`src/rtl/acc_cpu_pkg.sv`:
```
package acc_cpu_pkg;
  localparam int WORD_W     = 24;
  localparam int BYTE_W     = 8;
  localparam int OPC_W      = 8;
  localparam int ADDR_W     = WORD_W - OPC_W - 1;
  localparam int XBIT       = ADDR_W;
  localparam int WORD_BYTES = WORD_W / BYTE_W;
  localparam int CNT_W      = $clog2(WORD_BYTES + 1);

  typedef logic [WORD_W-1:0] word_t;
  typedef logic [ADDR_W-1:0] addr_t;
  typedef logic [OPC_W-1:0]  opc_t;
  typedef logic [BYTE_W-1:0] byte_t;
  typedef logic [1:0]        cc_t;

  localparam cc_t CC_EQ = 2'b00;
  localparam cc_t CC_LT = 2'b01;
  localparam cc_t CC_GT = 2'b10;

  localparam opc_t OP_LDA  = 8'h00;
  localparam opc_t OP_LDX  = 8'h04;
  localparam opc_t OP_STA  = 8'h0C;
  localparam opc_t OP_STX  = 8'h10;
  localparam opc_t OP_ADD  = 8'h18;
  localparam opc_t OP_SUB  = 8'h1C;
  localparam opc_t OP_COMP = 8'h28;
  localparam opc_t OP_JEQ  = 8'h30;
  localparam opc_t OP_JGT  = 8'h34;
  localparam opc_t OP_JLT  = 8'h38;
  localparam opc_t OP_J    = 8'h3C;
  localparam opc_t OP_JSUB = 8'h48;
  localparam opc_t OP_RSUB = 8'h4C;
  localparam opc_t OP_RD   = 8'hD8;
  localparam opc_t OP_WD   = 8'hDC;
  localparam opc_t OP_TD   = 8'hE0;

  typedef enum logic [2:0] {
    ST_FETCH, ST_DECODE, ST_OPRD, ST_EXEC, ST_STORE, ST_DEV, ST_HALT
  } state_e;

  function automatic word_t add_word(word_t a, word_t b);
    return a + b;
  endfunction

  function automatic word_t sub_word(word_t a, word_t b);
    return a - b;
  endfunction

  function automatic cc_t compare_cc(word_t a, word_t b);
    if ($signed(a) < $signed(b)) return CC_LT;
    if (a == b) return CC_EQ;
    return CC_GT;
  endfunction

  function automatic addr_t target_addr(addr_t field, logic xflag, word_t xr);
    return xflag ? addr_t'(field + xr[ADDR_W-1:0]) : field;
  endfunction

  function automatic byte_t word_byte(word_t w, logic [CNT_W-1:0] idx);
    return w[WORD_W-1 - int'(idx)*BYTE_W -: BYTE_W];
  endfunction

  function automatic logic opcode_known(opc_t op);
    case (op)
      OP_LDA, OP_LDX, OP_STA, OP_STX, OP_ADD, OP_SUB, OP_COMP,
      OP_JEQ, OP_JGT, OP_JLT, OP_J, OP_JSUB, OP_RSUB,
      OP_RD, OP_WD, OP_TD: return 1'b1;
      default:             return 1'b0;
    endcase
  endfunction
endpackage

```
`src/rtl/acc_cpu_alu.sv`:
```
module acc_cpu_alu import acc_cpu_pkg::*; (
  input  opc_t  op,
  input  word_t a,
  input  word_t b,
  output word_t result,
  output cc_t   cc
);
  always_comb begin
    result = (op == OP_SUB) ? sub_word(a, b) : add_word(a, b);
    cc     = compare_cc(a, b);
  end
endmodule

```
`src/rtl/acc_cpu_bus.sv`:
```
module acc_cpu_bus import acc_cpu_pkg::*; (
  input  state_e           state,
  input  logic [CNT_W-1:0] cnt,
  input  addr_t            pc,
  input  addr_t            ta,
  input  word_t            store_word,
  output addr_t            mem_addr,
  output logic             mem_rd,
  output logic             mem_wr,
  output byte_t            mem_wdata
);
  localparam logic [CNT_W-1:0] LAST = CNT_W'(WORD_BYTES);

  addr_t base;
  always_comb begin
    base      = (state == ST_FETCH) ? pc : ta;
    mem_addr  = base + addr_t'(cnt);
    mem_rd    = ((state == ST_FETCH) || (state == ST_OPRD)) && (cnt < LAST);
    mem_wr    = (state == ST_STORE);
    mem_wdata = word_byte(store_word, cnt);
  end
endmodule

```
`src/rtl/acc_cpu_wasm.sv`:
```
module acc_cpu_wasm import acc_cpu_pkg::*; (
  input  logic  clk,
  input  logic  rst,
  input  logic  capture,
  input  byte_t byte_in,
  output word_t word_now
);
  localparam int HELD_W = WORD_W - BYTE_W;

  logic [HELD_W-1:0] held;

  always_ff @(posedge clk) begin
    if (rst)          held <= '0;
    else if (capture) held <= {held[HELD_W-BYTE_W-1:0], byte_in};
  end

  assign word_now = {held, byte_in};
endmodule

```
`src/rtl/acc_cpu.sv`:
```
module acc_cpu import acc_cpu_pkg::*; (
  input  logic              clk,
  input  logic              rst,
  output logic [14:0]       mem_addr,
  output logic              mem_rd,
  output logic              mem_wr,
  output logic [7:0]        mem_wdata,
  input  logic [7:0]        mem_rdata,
  output logic [7:0]        dev_code,
  output logic              dev_rd,
  output logic              dev_wr,
  output logic [7:0]        dev_wdata,
  input  logic [7:0]        dev_rdata,
  input  logic              dev_ready,
  output logic              halt
);
  localparam logic [CNT_W-1:0] LAST       = CNT_W'(WORD_BYTES);
  localparam logic [CNT_W-1:0] STORE_LAST = CNT_W'(WORD_BYTES - 1);
  localparam addr_t            STEP       = addr_t'(WORD_BYTES);

  state_e           state;
  logic [CNT_W-1:0] cnt;
  addr_t            pc, link, ta;
  word_t            acc, xr, ir, opnd;
  cc_t              cc;

  // decoded fields and named events
  opc_t  op;
  addr_t field, tgt;
  word_t word_now, alu_res;
  cc_t   alu_cc;
  logic  xflag, capture, xfer_last, fetch_done, operand_done;
  logic  illegal, jmp_taken, is_jump, is_store, is_dev_op;
  logic  dev_phase, dev_done, store_last;

  assign op           = ir[WORD_W-1 -: OPC_W];
  assign xflag        = ir[XBIT];
  assign field        = ir[ADDR_W-1:0];
  assign tgt          = target_addr(field, xflag, xr);
  assign xfer_last    = (cnt == LAST);
  assign capture      = ((state == ST_FETCH) || (state == ST_OPRD)) && (cnt != '0);
  assign fetch_done   = (state == ST_FETCH) && xfer_last;
  assign operand_done = (state == ST_OPRD) && xfer_last;
  assign illegal      = (state == ST_DECODE) && !opcode_known(op);
  assign is_store     = (op == OP_STA) || (op == OP_STX);
  assign is_dev_op    = (op == OP_TD) || (op == OP_RD) || (op == OP_WD);
  assign dev_phase    = ((state == ST_EXEC) && is_dev_op) || (state == ST_DEV);
  assign dev_done     = (state == ST_DEV) && dev_ready;
  assign store_last   = (state == ST_STORE) && (cnt == STORE_LAST);

  always_comb begin
    is_jump   = 1'b1;
    jmp_taken = 1'b0;
    case (op)
      OP_J:    jmp_taken = 1'b1;
      OP_JEQ:  jmp_taken = (cc == CC_EQ);
      OP_JLT:  jmp_taken = (cc == CC_LT);
      OP_JGT:  jmp_taken = (cc == CC_GT);
      default: is_jump   = 1'b0;
    endcase
  end

  acc_cpu_wasm u_wasm (
    .clk(clk), .rst(rst), .capture(capture), .byte_in(mem_rdata), .word_now(word_now)
  );

  acc_cpu_alu u_alu (
    .op(op), .a(acc), .b(opnd), .result(alu_res), .cc(alu_cc)
  );

  acc_cpu_bus u_bus (
    .state(state), .cnt(cnt), .pc(pc), .ta(ta), .store_word(opnd),
    .mem_addr(mem_addr), .mem_rd(mem_rd), .mem_wr(mem_wr), .mem_wdata(mem_wdata)
  );

  always_ff @(posedge clk) begin
    if (rst) begin
      state <= ST_FETCH;
      cnt   <= '0;
      pc    <= '0;
      link  <= '0;
      ta    <= '0;
      acc   <= '0;
      xr    <= '0;
      ir    <= '0;
      opnd  <= '0;
      cc    <= CC_EQ;
    end else begin
      case (state)
        ST_FETCH: begin
          if (fetch_done) begin
            ir    <= word_now;
            pc    <= pc + STEP;
            cnt   <= '0;
            state <= ST_DECODE;
          end else begin
            cnt <= cnt + 1'b1;
          end
        end
        ST_DECODE: begin
          ta  <= tgt;
          cnt <= '0;
          if (illegal) begin
            state <= ST_HALT;
          end else if (is_jump) begin
            if (jmp_taken) pc <= tgt;
            state <= ST_FETCH;
          end else if (op == OP_JSUB) begin
            link  <= pc;
            pc    <= tgt;
            state <= ST_FETCH;
          end else if (op == OP_RSUB) begin
            pc    <= link;
            state <= ST_FETCH;
          end else if (is_store) begin
            opnd  <= (op == OP_STX) ? xr : acc;
            state <= ST_STORE;
          end else begin
            state <= ST_OPRD;
          end
        end
        ST_OPRD: begin
          if (operand_done) begin
            opnd  <= word_now;
            cnt   <= '0;
            state <= ST_EXEC;
          end else begin
            cnt <= cnt + 1'b1;
          end
        end
        ST_EXEC: begin
          state <= ST_FETCH;
          case (op)
            OP_LDA:         acc <= opnd;
            OP_LDX:         xr  <= opnd;
            OP_ADD, OP_SUB: acc <= alu_res;
            OP_COMP:        cc  <= alu_cc;
            OP_TD:          cc  <= dev_ready ? CC_LT : CC_EQ;
            OP_RD, OP_WD:   state <= ST_DEV;
            default:        ;
          endcase
        end
        ST_DEV: begin
          if (dev_done) begin
            if (op == OP_RD) acc[BYTE_W-1:0] <= dev_rdata;
            state <= ST_FETCH;
          end
        end
        ST_STORE: begin
          if (store_last) begin
            cnt   <= '0;
            state <= ST_FETCH;
          end else begin
            cnt <= cnt + 1'b1;
          end
        end
        default: ;
      endcase
    end
  end

  assign dev_code  = dev_phase ? opnd[WORD_W-1 -: BYTE_W] : '0;
  assign dev_rd    = (state == ST_DEV) && (op == OP_RD);
  assign dev_wr    = (state == ST_DEV) && (op == OP_WD);
  assign dev_wdata = acc[BYTE_W-1:0];
  assign halt      = (state == ST_HALT);

  // assertions next to the logic they guard
  assert_bus_excl_R3: assert property (@(posedge clk) disable iff (rst)
    !(mem_rd && mem_wr));

  assert_rd_seq_R3: assert property (@(posedge clk) disable iff (rst)
    (mem_rd && $past(mem_rd) && !$past(rst)) |-> (mem_addr == addr_t'($past(mem_addr) + 1'b1)));

  assert_wr_seq_R5: assert property (@(posedge clk) disable iff (rst)
    (mem_wr && $past(mem_wr)) |-> (mem_addr == addr_t'($past(mem_addr) + 1'b1)));

  assert_cc_code_R7: assert property (@(posedge clk) disable iff (rst)
    cc != 2'b11);

  assert_return_R8: assert property (@(posedge clk) disable iff (rst)
    (state == ST_DECODE && op == OP_RSUB) |=> (pc == $past(link)));

  assert_rd_hold_R10: assert property (@(posedge clk) disable iff (rst)
    (dev_rd && !dev_ready) |=> (dev_rd && $stable(dev_code)));

  assert_rd_upper_R10: assert property (@(posedge clk) disable iff (rst)
    (dev_rd && dev_ready) |=> (acc[WORD_W-1:BYTE_W] == $past(acc[WORD_W-1:BYTE_W])));

  assert_dev_excl_R11: assert property (@(posedge clk) disable iff (rst)
    !(dev_rd && dev_wr));

  assert_halt_sticky_R12: assert property (@(posedge clk) disable iff (rst)
    halt |=> (halt && !mem_rd && !mem_wr));
endmodule

```
`config.mk`:
```
export PLATFORM = sky130hd
export DESIGN_NAME = acc_cpu
export DESIGN_NICKNAME = d
export VERILOG_FILES = /design/src/rtl/acc_cpu_pkg.sv /design/src/rtl/acc_cpu_alu.sv /design/src/rtl/acc_cpu_bus.sv /design/src/rtl/acc_cpu_wasm.sv /design/src/rtl/acc_cpu.sv
export SDC_FILE = /design/constraint.sdc
export NUM_CORES = 1
export LEC_CHECK = 0
export ABC_AREA = 1
export BUFFER_PORTS_ARGS = -buffer_cell sky130_fd_sc_hd__buf_2
export CAP_MARGIN = 20
export CORE_MARGIN = 2
export CORE_UTILIZATION = 45
export DETAILED_ROUTE_END_ITERATION = 8
export PLACE_DENSITY_LB_ADDON = 0.08
export SLEW_MARGIN = 10
export SYNTH_ARGS = -nofsm -noshare
export SYNTH_HDL_FRONTEND = slang
export SYNTH_SLANG_ARGS = --single-unit
```
`constraint.sdc`:
```
create_clock -name clk -period 2.5 [get_ports clk]
set_input_delay 0.25 -clock clk [delete_from_list [all_inputs] [get_ports clk]]
set_output_delay 0.25 -clock clk [all_outputs]
set_load 0.01 [all_outputs]
```
Yosys cells after proc, flatten, opt, wreduce, memory -nomap -nowiden
Index checks and enable logic that the tools add are counted.
{ "totals": {"word_cells": 153, "reg_bits": 164, "inputBits": 19, "out_inout_bits": 44} }
{ "op_classes": {"mux": 50, "shift": 1, "reduce_logical": 40, "magnitude_cmp": 2, "n_eq_ne": 39, "bitwise_logic": 2, "addsub": 7} }
{ "op_table": {"columns": ["cell", "count"], "rows": [
  ["$mux 24", 8],
  ["$mux 15", 8],
  ["$pmux 24 s2", 2],
  ["$eq 8x6->1 const B", 5],
  ["$shiftx 31x32->8", 1],
  ["$mux 3", 10],
  ["$pmux 15 s2", 1],
  ["$add 24x24->24", 1],
  ["$eq 24x24->1", 1],
  ["$eq 8x5->1 const B", 3],
  ["$eq 8x8->1 const B", 3],
  ["$lt 24x24->1", 1],
  ["$mux 8", 3],
  ["$sub 24x24->24", 1],
  ["$pmux 3 s6", 1],
  ["$eq 8x7->1 const B", 2],
  ["$ne 2x2->1 const B", 8],
  ["$pmux 8 s2", 1],
  ["$reduce_or 16->1", 1],
  ["$add 15x15->15", 1],
  ["$add 15x2->15", 1],
  ["$add 15x2->15 const B", 1],
  ["$mux 2", 7],
  ["$reduce_bool 2->1", 6],
  ["other kinds (33)", 64]
]} }

Longest topological paths before layout
Gate-level depths: netlist (run 1).
{ "logic_depth": {"word_depth": 8, "mapped_depth": 18, "depth_no_buf": 17} }

Modules after synthesis
A second synthesis (run 1) with hierarchy kept.
{ "hier_totals": {"hier_cells": 2344, "hier_area_um2": 13922.1} }
{ "modules_own_cells": {"columns": ["module", "seq_area_each_um2", "area_per_inst_um2", "cells_each", "n_inst"], "rows": [
  ["acc_cpu", 2962.8, 8156.6, 1256, 1],
  ["acc_cpu_alu", 0.0, 4020.1, 821, 1],
  ["acc_cpu_bus", 0.0, 1014.7, 158, 1],
  ["acc_cpu_wasm", 320.3, 730.7, 109, 1]
]} }

Least setup slack after synthesis (run 1)
OpenSTA, ideal clock, no wires.
{ "synth_path": {"kind": "flip-flop to output port", "startpoint": "register state[0]", "endpoint": "output mem_addr[14]", "arrival_time_ps": 2218, "required_time_ps": 2250, "setup_slack_ps": 32, "n_path_buf": 2, "path_stages_with_launch": 14, "path_cell_list": "dfxtp_1 > nor2_2 > nand2_2 > buf_6 > buf_2 > o21ai_0 > ha_1 > fa_1 > inv_1 > nor3_4 > nand4_1 > nor2_1 > nand3_1 > xor2_1"} }
{ "synth_via": {"elab_chain_cells": 3} }
{ "synth_rtl": {"columns": ["element", "line_no", "text"], "rows": [
  ["start: declaration", "acc_cpu.sv:21", "state_e state;"],
  ["start signal: assignment", "acc_cpu.sv:78", "state <= ST_FETCH;"],
  ["start signal: assignment", "acc_cpu.sv:95", "state <= ST_DECODE;"],
  ["start signal: assignment", "acc_cpu.sv:104", "state <= ST_HALT;"],
  ["$logic_not 3->1", "acc_cpu_bus.sv:16", "base = (state == ST_FETCH) ? pc : ta;"],
  ["$mux 15", "acc_cpu_bus.sv:16", null],
  ["$add 15x2->15", "acc_cpu_bus.sv:17", "mem_addr = base + addr_t'(cnt);"],
  ["end: declaration", "acc_cpu.sv:4", "output logic [14:0] mem_addr,"]
]} }
No other way between the ends.

Worst setup path after layout (run 1)
{ "layout_path": {"startpoint": "register state[2]", "endpoint": "output mem_addr[14]"} }
The elaborated chain is that of the path after synthesis.

==> run summary, run 1 <==
The estimated wirelength of the detail-placed design came out at roughly 36,000 um. The worst setup path is of the flop to output port kind. Setup repair after global routing could not meet its margin everywhere. The number of fill cells is 2,969.

The ratio of total power to cell area came out at 1004 nW/um^2. The post-route cell area came out at approximately 15,000 um^2. The number of sinks on the clock net is roughly 160. At the worst endpoint, the required time is roughly 2300 ps.

The total wire length came out at between 40,000 and 50,000 um. The biggest area consumer among synthesized cells is sky130_fd_sc_hd__dfxtp_1. The first routing iteration left 1,329 violations. The clock latency at the later pin of the worst-skew pair is approximately 440 ps. The cell family contributing the most delay on the critical path is simple AND/OR/NAND/NOR gates. Once detail routing completed, the nets flagged for antenna violations numbered 0.

The DRC violation count after routing is 0. A synthesized cell averages 6.031 um^2. On the final layout, the worst clock skew is 18.24 ps. At the end of routability-driven placement, the weighted congestion stood at ~0.95. The initial core utilization is around 46%. The number of hold-slack violations in the final timing report is 0.

Yosys attributes the largest share of cell area to sky130_fd_sc_hd__dfxtp_1 (26%), sky130_fd_sc_hd__nand2_1 (16%), sky130_fd_sc_hd__inv_1 (8.7%), sky130_fd_sc_hd__a21oi_1 (7.4%), sky130_fd_sc_hd__o21ai_0 (6.9%). The clock slew at the register clock pins of the worst setup and hold paths came out at ~80 ps. The height of the die is 172.8 um.

Buffers inserted to repair hold after CTS numbered 0. The H-tree depth reported by CTS came out at 4. The iteration count of the initial detailed-routing pass came out at 9. The flow ran to the end, but the final reports show violations. The maximum count of clock buffers along a single path is 2.

The number of max-cap violations came out at 0. The delay contributed by the slowest stage of the critical path came out at 340 ps. The pin slew with the least headroom to its limit came out at around 780 ps.

The via count of the first global-routing pass came to about 13k. Synthesis produced about 2.1k cells. STA classifies the critical path endpoint as an output port. The post-synthesis net count is 2,216. In this run the horizontal extent of the chip is 172.8 um.

The type of the tightest min-delay check is input pin to flop. In the synthesized netlist the dominant register cell turns out to be sky130_fd_sc_hd__dfxtp_1. The total of buffers placed on input and output ports is 62. The yosys synthesis warning count came out at 0.

The routed length per instance came out at roughly 18 um. The final critical path takes up 107.4% of the cycle. IR analysis of the VDD net gives a maximum drop of around 0.00059 V. Summing the sequential cell areas from Yosys gives 25.60% of the chip area.

The largest individual stage delay along the critical path comes from the cell sky130_fd_sc_hd__dfxtp_2. The tightest hold margin is between 90 and 100 ps. The setup TNS came out at -1053 ps. The total buffers and inverters traversed by the critical path came out at 3. Entering global routing, the biggest net connects 92 pins.

In this run the clock root is driven by a sky130_fd_sc_hd__clkbuf_16. The net count reported at finish is between 2k and 2.5k. Walking the worst path, the cells encountered are nor2_4 > nand2_4 > buf_6 > inv_6 > nand2_2 > nand2_4 > nand2_1 > nor2_1 > nand4_1 > nor2_1 > nand3_1 > xor2_1 > buf_2. The CTS tree is done. The number of instances in the placed design came out at ~2.6k. The number of endpoints failing setup at the final stage is 10. The number of flops mapped to enable cells by yosys came out at 0. The full die area is about 30,000 um^2.

The area fraction of the dominant cell type after synthesis came out at 25.60%. Synthesis inferred ~160 register bits. The first global-routing pass estimated about 73,000 um of wire. Of all nets on the critical path, the largest fanout is 16. The final worst setup slack came out at -185.5 ps. The share of flip-flops with an asynchronous set or reset is 0%.

The final number of max-transition violations came out at 0. The remaining global-route overflow is 0. The number of vias in the routed layout is around 14k. The number of distinct standard cells referenced by the synthesized netlist came out at 47. The leakage power summed over all cells came out at between 0.007 and 0.008 uW. In this run the cell area measured after placement is approximately 14,000 um^2.

After floorplanning, the core was sized to cover ~28,000 um^2. The smallest clock period supported by the final layout is computed as 2685 ps. STA classifies the critical path startpoint as a flop. The mean number of vias per cell came out at ~5.4. The fraction of final layout cells with drive strength greater than 1 came out at 12.98%. The number of antenna violations at the first check in global routing came out at 1. After synthesis the cells add up to ~13,000 um^2. Counting the buffers created by CTS gives 17. The top-level port count is 63. The post-route non-filler standard cell count came out at around 2.6k. The synthesis-to-finish area growth came out at 14.49%. Measured against its own limit, the worst slew margin works out to 47.81%. The final reports fail on negative setup slack. The worst path arrival time came out at about 2400 ps. The global router's overall resource usage is roughly 31%. The fmax came out at 0.3724 GHz. The cell row count came out at 61.
## cells in the final DEF, fill, tap and decap left out, types with 6 or more instances in the layout
| cell | count |
|---|---|
| sky130_fd_sc_hd__or2_2 | 6 |
| sky130_fd_sc_hd__inv_8 | 7 |
| sky130_fd_sc_hd__o21ai_0 | 168 |
| sky130_fd_sc_hd__nand2_2 | 9 |
| sky130_fd_sc_hd__clkbuf_16 | 17 |
| sky130_fd_sc_hd__nor3_1 | 19 |
| sky130_fd_sc_hd__a21oi_2 | 9 |
| sky130_fd_sc_hd__inv_1 | 293 |
| sky130_fd_sc_hd__xor2_1 | 28 |
| sky130_fd_sc_hd__o211ai_1 | 18 |
| sky130_fd_sc_hd__inv_2 | 15 |
| sky130_fd_sc_hd__nor2_1 | 204 |
| sky130_fd_sc_hd__buf_4 | 87 |
| sky130_fd_sc_hd__nand4_1 | 19 |
| sky130_fd_sc_hd__o21ai_1 | 9 |
| sky130_fd_sc_hd__nor2_4 | 6 |
| sky130_fd_sc_hd__nand3_1 | 139 |
| sky130_fd_sc_hd__dfxtp_1 | 159 |
| sky130_fd_sc_hd__o21bai_1 | 11 |
| sky130_fd_sc_hd__nand2_1 | 557 |
| sky130_fd_sc_hd__ha_1 | 59 |
| sky130_fd_sc_hd__buf_12 | 6 |
| sky130_fd_sc_hd__a211oi_1 | 27 |
| sky130_fd_sc_hd__nor2_2 | 11 |
| sky130_fd_sc_hd__a21oi_1 | 189 |
| sky130_fd_sc_hd__buf_2 | 62 |
| sky130_fd_sc_hd__o21ai_2 | 9 |
## flip-flops by register name (all words and copies together) (netlist names)
signal	flops
ir	24
u_wasm.held	16
pc	15
opnd	24
cnt	2
acc	24
ta	15
state	3
cc	2
link	15
xr	24
## final cells by class
cell class	count	area, um^2	area share, %
timing repair inverter	1	5.005	0.03409
timing repair buffer	157	1106	7.534
clock buffer	17	425.4	2.898
sequential	164	3292	22.42
inverter	312	1180	8.037
multi-input combinational	1553	8038	54.75
clock inverter	15	158.9	1.082
antenna	1	2.502	0.01705
tap	378	473.0	3.222
## cells by family (layout without fill, tap and decap cells)
family / Yosys count / count (layout) / share of synthesized area [%]
AND/OR/NAND/NOR: 1001 / 1001 / 32.93
buffers and inverters: 409 / 502 / 12.99
XOR/XNOR: 30 / 30 / 2.049
other: 0 / 1 / 0
adder cells (fa/ha/maj): 71 / 71 / 7.162
multiplexers: 1 / 1 / 0.07807
flip-flops: 164 / 164 / 25.61
AO/OA/AOI/OAI: 450 / 450 / 19.18
## worst paths after layout
kind / start / endpoint / slack [ps] / cells after the start
hold / removal: dev_rdata[5] / acc[5] / 90 / 3
setup / recovery: state[2] / mem_addr[14] / -190 / 13
hold reg to reg: link[12] / link[12] / 450 / 2
setup reg to reg: acc[0] / cc[0] / 100 / 14
## worst register-to-register path: cells and delay by family (launching register included)
kind / cells / cell delay [ps]
flops: 1 / 350
fa+ha+maj: 2 / 560
simple gates: 9 / 1180
buf+inv: 3 / 230
## stage by stage
step	total power, uW	setup slack (ps)	util [%]
floorplan	8839	32.37	-
global placement	11510	-5.998	49.55
detailed placement	11560	-34.77	49.55
CTS	14470	-170.4	52.04
global route	15860	-325.5	52.55
finish	14750	-185.5	52.55
## synthesized netlist by cell type, types with 8 or more instances
library cell,instances
sky130_fd_sc_hd__nor2_1,212
sky130_fd_sc_hd__ha_1,67
sky130_fd_sc_hd__o21ai_0,176
sky130_fd_sc_hd__clkbuf_1,46
sky130_fd_sc_hd__buf_2,29
sky130_fd_sc_hd__inv_1,297
sky130_fd_sc_hd__a21oi_1,190
sky130_fd_sc_hd__inv_2,12
sky130_fd_sc_hd__a21oi_2,8
sky130_fd_sc_hd__nand4_1,19
sky130_fd_sc_hd__nand3_1,141
sky130_fd_sc_hd__nor3_1,20
sky130_fd_sc_hd__xor2_1,28
sky130_fd_sc_hd__o211ai_1,18
sky130_fd_sc_hd__dfxtp_1,164
sky130_fd_sc_hd__o21bai_1,11
sky130_fd_sc_hd__buf_4,13
sky130_fd_sc_hd__nand2_1,561
sky130_fd_sc_hd__a211oi_1,27
## routing by layer
layer	wire length [um]	GRT usage, %	vias up	part of all wire, %
li1	-	-	6993	-
met1	22840	45.71	6392	49
met2	20040	47.55	500	43
met3	3382	5.057	30	7.2
met4	478	5.862	0	1.0
met5	0	0	-	0
## what timing repair did
item,4_1_cts,5_1_grt
pin swaps,10,9
setup endpoints to repair,24,46
buffers inserted,6,4
gates resized for setup,21,38
cloned,1,0
## report_power, final
group          switching, uW  internal [uW]  total (uW)
logic                   5540           2730        8260
clock network           1350           1350        2700
registers                623           3160        3780
Power figures use the tool's default switching activity.
==> run 2: changes to the inputs <==
Settings changed: CORE_ASPECT_RATIO from default to 1.25, PLACE_DENSITY from default to 0.63, PLACE_DENSITY_LB_ADDON 0.08 to default.
Clock period 2.5 ns to 2.4 ns, I/O delays scaled along.
==> run summary, run 2 (synthesis gave the netlist of run 1 again) <==
The critical path launch point type is a flop. For this run, the post-layout net count is between 2k and 2.5k. The pin slew with the least headroom to its limit came out at between 800 and 900 ps. The worst setup path is captured at an output port. The routed length per instance is ~17 um. The worst clock skew on the final layout is approximately 8.3 ps.

Global routing used between 30% and 40% of the available tracks. In this run the worst path has a maximum fanout of 6. Clock tree synthesis inserted a total of 17 buffers. TritonCTS built the clock tree. The via count of the first global-routing pass is 13.41k. The number of vias in the routed layout came out at 13.99k. The total wire length is roughly 45,000 um. The estimated wirelength of the detail-placed design came out at approximately 36,000 um. The die width came out at ~150 um. The peak supply drop is a little over 0.0005 V.

The tightest hold margin is around 90 ps. Setup repair after global routing could not meet its margin everywhere. Clock tree synthesis found a total of between 150 and 200 sinks. The antenna violation net count after detailed routing came out at 0. By startpoint and endpoint, the worst setup path is classified as flop to output port.

The ratio of total power to cell area came out at 1041 nW/um^2. In this run, the number of DRC markers left after iteration 0 of detailed routing was between 900 and 1k. The count of hold buffers inserted by post-cts repair is 0. The synthesis-to-finish area growth came out at 18.02%.

Leaving out fill and tap cells, the most frequent cell in the layout is sky130_fd_sc_hd__nand2_1. The tightest min-delay check is of the input pin to flop type. The fraction of final layout cells with drive strength greater than 1 came out at between 15 and 20%.

The clock latency at the later pin of the worst-skew pair is 440 ps. In this run the static leakage power is 0.007456 uW. The clock slew at the register clock pins of the worst setup and hold paths came out at roughly 70 ps. The iteration count of the initial detailed-routing pass came out at 8. Entering global routing, the biggest net connects 51 pins. The H-tree generated during clock tree synthesis spans 4 levels. The clock passes through at most 2 buffers. The post-route core utilization is a little over half.

The post-route fraction of the period consumed by the critical path is 112.6%. The final number of max-transition violations is 0. The DRC violation count after routing came out at 0. The number of max-cap violations came out at 0. The top-level port count is 63. The height of the die came out at 192.7 um. The number of endpoints failing setup at the final stage came out at 12.

The antenna cell count came out at 0. The checks that failed: negative setup slack. The required arrival time at the worst endpoint is approximately 2200 ps. The full die area is between 20,000 and 30,000 um^2. Subtracting the final worst setup slack from the clock period gives around 2700 ps. The number of hold-slack violations in the final timing report came out at 0. The final worst setup slack came out at -302.5 ps. The fmax came out at 0.3700 GHz.

The top cell types in the final layout, fill and taps aside, are sky130_fd_sc_hd__nand2_1 (556), sky130_fd_sc_hd__inv_1 (290), sky130_fd_sc_hd__nor2_1 (198). The total of buffers placed on input and output ports is just over 60. The worst path arrival time came out at ~2500 ps. The remaining global-route overflow came out at 0.

The region available for standard cell placement spans around 28,000 um^2. The tree is rooted in a sky130_fd_sc_hd__clkbuf_16. The number of antenna violations at the first check in global routing came out at 0. Headroom to the max-slew limit came out at about 44%. The run finished, with violations left. The cell row count came out at 69.

The wire length of the first global-routing pass is about 70,000 um. The initial core utilization is approximately 45%. The weighted congestion reported at the end of routability-driven placement is 0.9404. The mean number of vias per cell is approximately 5.4.
==> run 2: changes by cell type in the layout (fill, tap and decap cells not counted), moves of 4 or more <==
cell                      change
sky130_fd_sc_hd__o21ai_1      +6
sky130_fd_sc_hd__a21oi_2      +7
sky130_fd_sc_hd__ha_1        -10
sky130_fd_sc_hd__nand3_2      +5
sky130_fd_sc_hd__inv_8        -7
sky130_fd_sc_hd__buf_4       +39
sky130_fd_sc_hd__a21oi_1      -7
sky130_fd_sc_hd__o21ai_0      -6
sky130_fd_sc_hd__ha_4         +4
sky130_fd_sc_hd__ha_2         +6
sky130_fd_sc_hd__nand3_1      -5
sky130_fd_sc_hd__nor2_1       -6
==> run 2: timing repair <==
item / in CTS / in global routing
setup buffers: 6 / 7
cloned: 0 / 1
endpoints found under the setup margin: 35 / 52
pin swaps: 8 / 10
resized for setup: 32 / 76
endpoints found under the hold margin: 0 / 0
==> run 2: final cells by class <==
cell class | count | area (um^2)
Fill cell | 2890 | 13100
Multi-Input combinational cell | 1553 | 8224
Sequential cell | 164 | 3292
Timing Repair Buffer | 195 | 1388
Inverter | 312 | 1176
Tap cell | 355 | 444.2
Clock buffer | 19 | 442.9
Clock inverter | 13 | 158.9
Timing Repair inverter | 1 | 7.507
==> run 2: worst paths after layout <==
check | slack, ps | from | endpoint | cells past startpoint
worst max register to register | 110 | acc[0] | cc[0] | 14
worst min-delay path | 90 | dev_rdata[4] | acc[4] | 3
worst max-delay path | -300 | state[0] | mem_addr[13] | 13
worst min register to register | 440 | link[6] | link[6] | 2
==> run 2: worst max-delay path, cell delays in order, from the launching register on <==
cell                      delay (ps)
sky130_fd_sc_hd__dfxtp_2         330
sky130_fd_sc_hd__nor2_4          130
sky130_fd_sc_hd__nand2_4          80
sky130_fd_sc_hd__nand2_1          80
sky130_fd_sc_hd__o21ai_2          80
sky130_fd_sc_hd__ha_1            290
sky130_fd_sc_hd__a21oi_2          50
sky130_fd_sc_hd__or2_1           240
sky130_fd_sc_hd__inv_2            90
sky130_fd_sc_hd__nand4_4         120
sky130_fd_sc_hd__nor2_4          160
sky130_fd_sc_hd__nand2_1          90
sky130_fd_sc_hd__xor2_2          140
sky130_fd_sc_hd__buf_2           130
==> run 2: power breakdown <==
| group | internal, uW | switching [uW] | total (uW) | leakage, uW |
|---|---|---|---|---|
| Combinational | 3200 | 5850 | 9050 | 0.00583 |
| Sequential | 3290 | 558 | 3850 | 0.00134 |
| Clock | 1660 | 1200 | 2860 | 0.000289 |
| Total | 8150 | 7600 | 15800 | 0.00746 |
==> run 2: layer usage <==
| metal | GRT usage [%] | part of all wire (%) | vias to the layer above |
|---|---|---|---|
| met5 | 0 | 0 | - |
| met4 | 17.70 | 5.6 | 0 |
| met3 | 3.211 | 3.6 | 123 |
| met2 | 54.99 | 50 | 400 |
| met1 | 34.12 | 41 | 6413 |
| li1 | - | - | 7055 |
==> run 2: per-stage QoR <==
step           instance area, um^2  setup WS, ps  power [uW]  TNS, ps  cells
5_1_grt                      15130        -466.7       16900    -4540   2612
6_report                     15130        -302.5       15750    -2427   2612
3_5_place_dp                 14100        -75.68       12260   -190.0   2567
3_3_place_gp                 14100        -75.63       12200   -179.1   2567
4_1_cts                      14830        -289.8       15280    -2067   2605
2_1_floorplan                12840         3.681        9234        0   2126
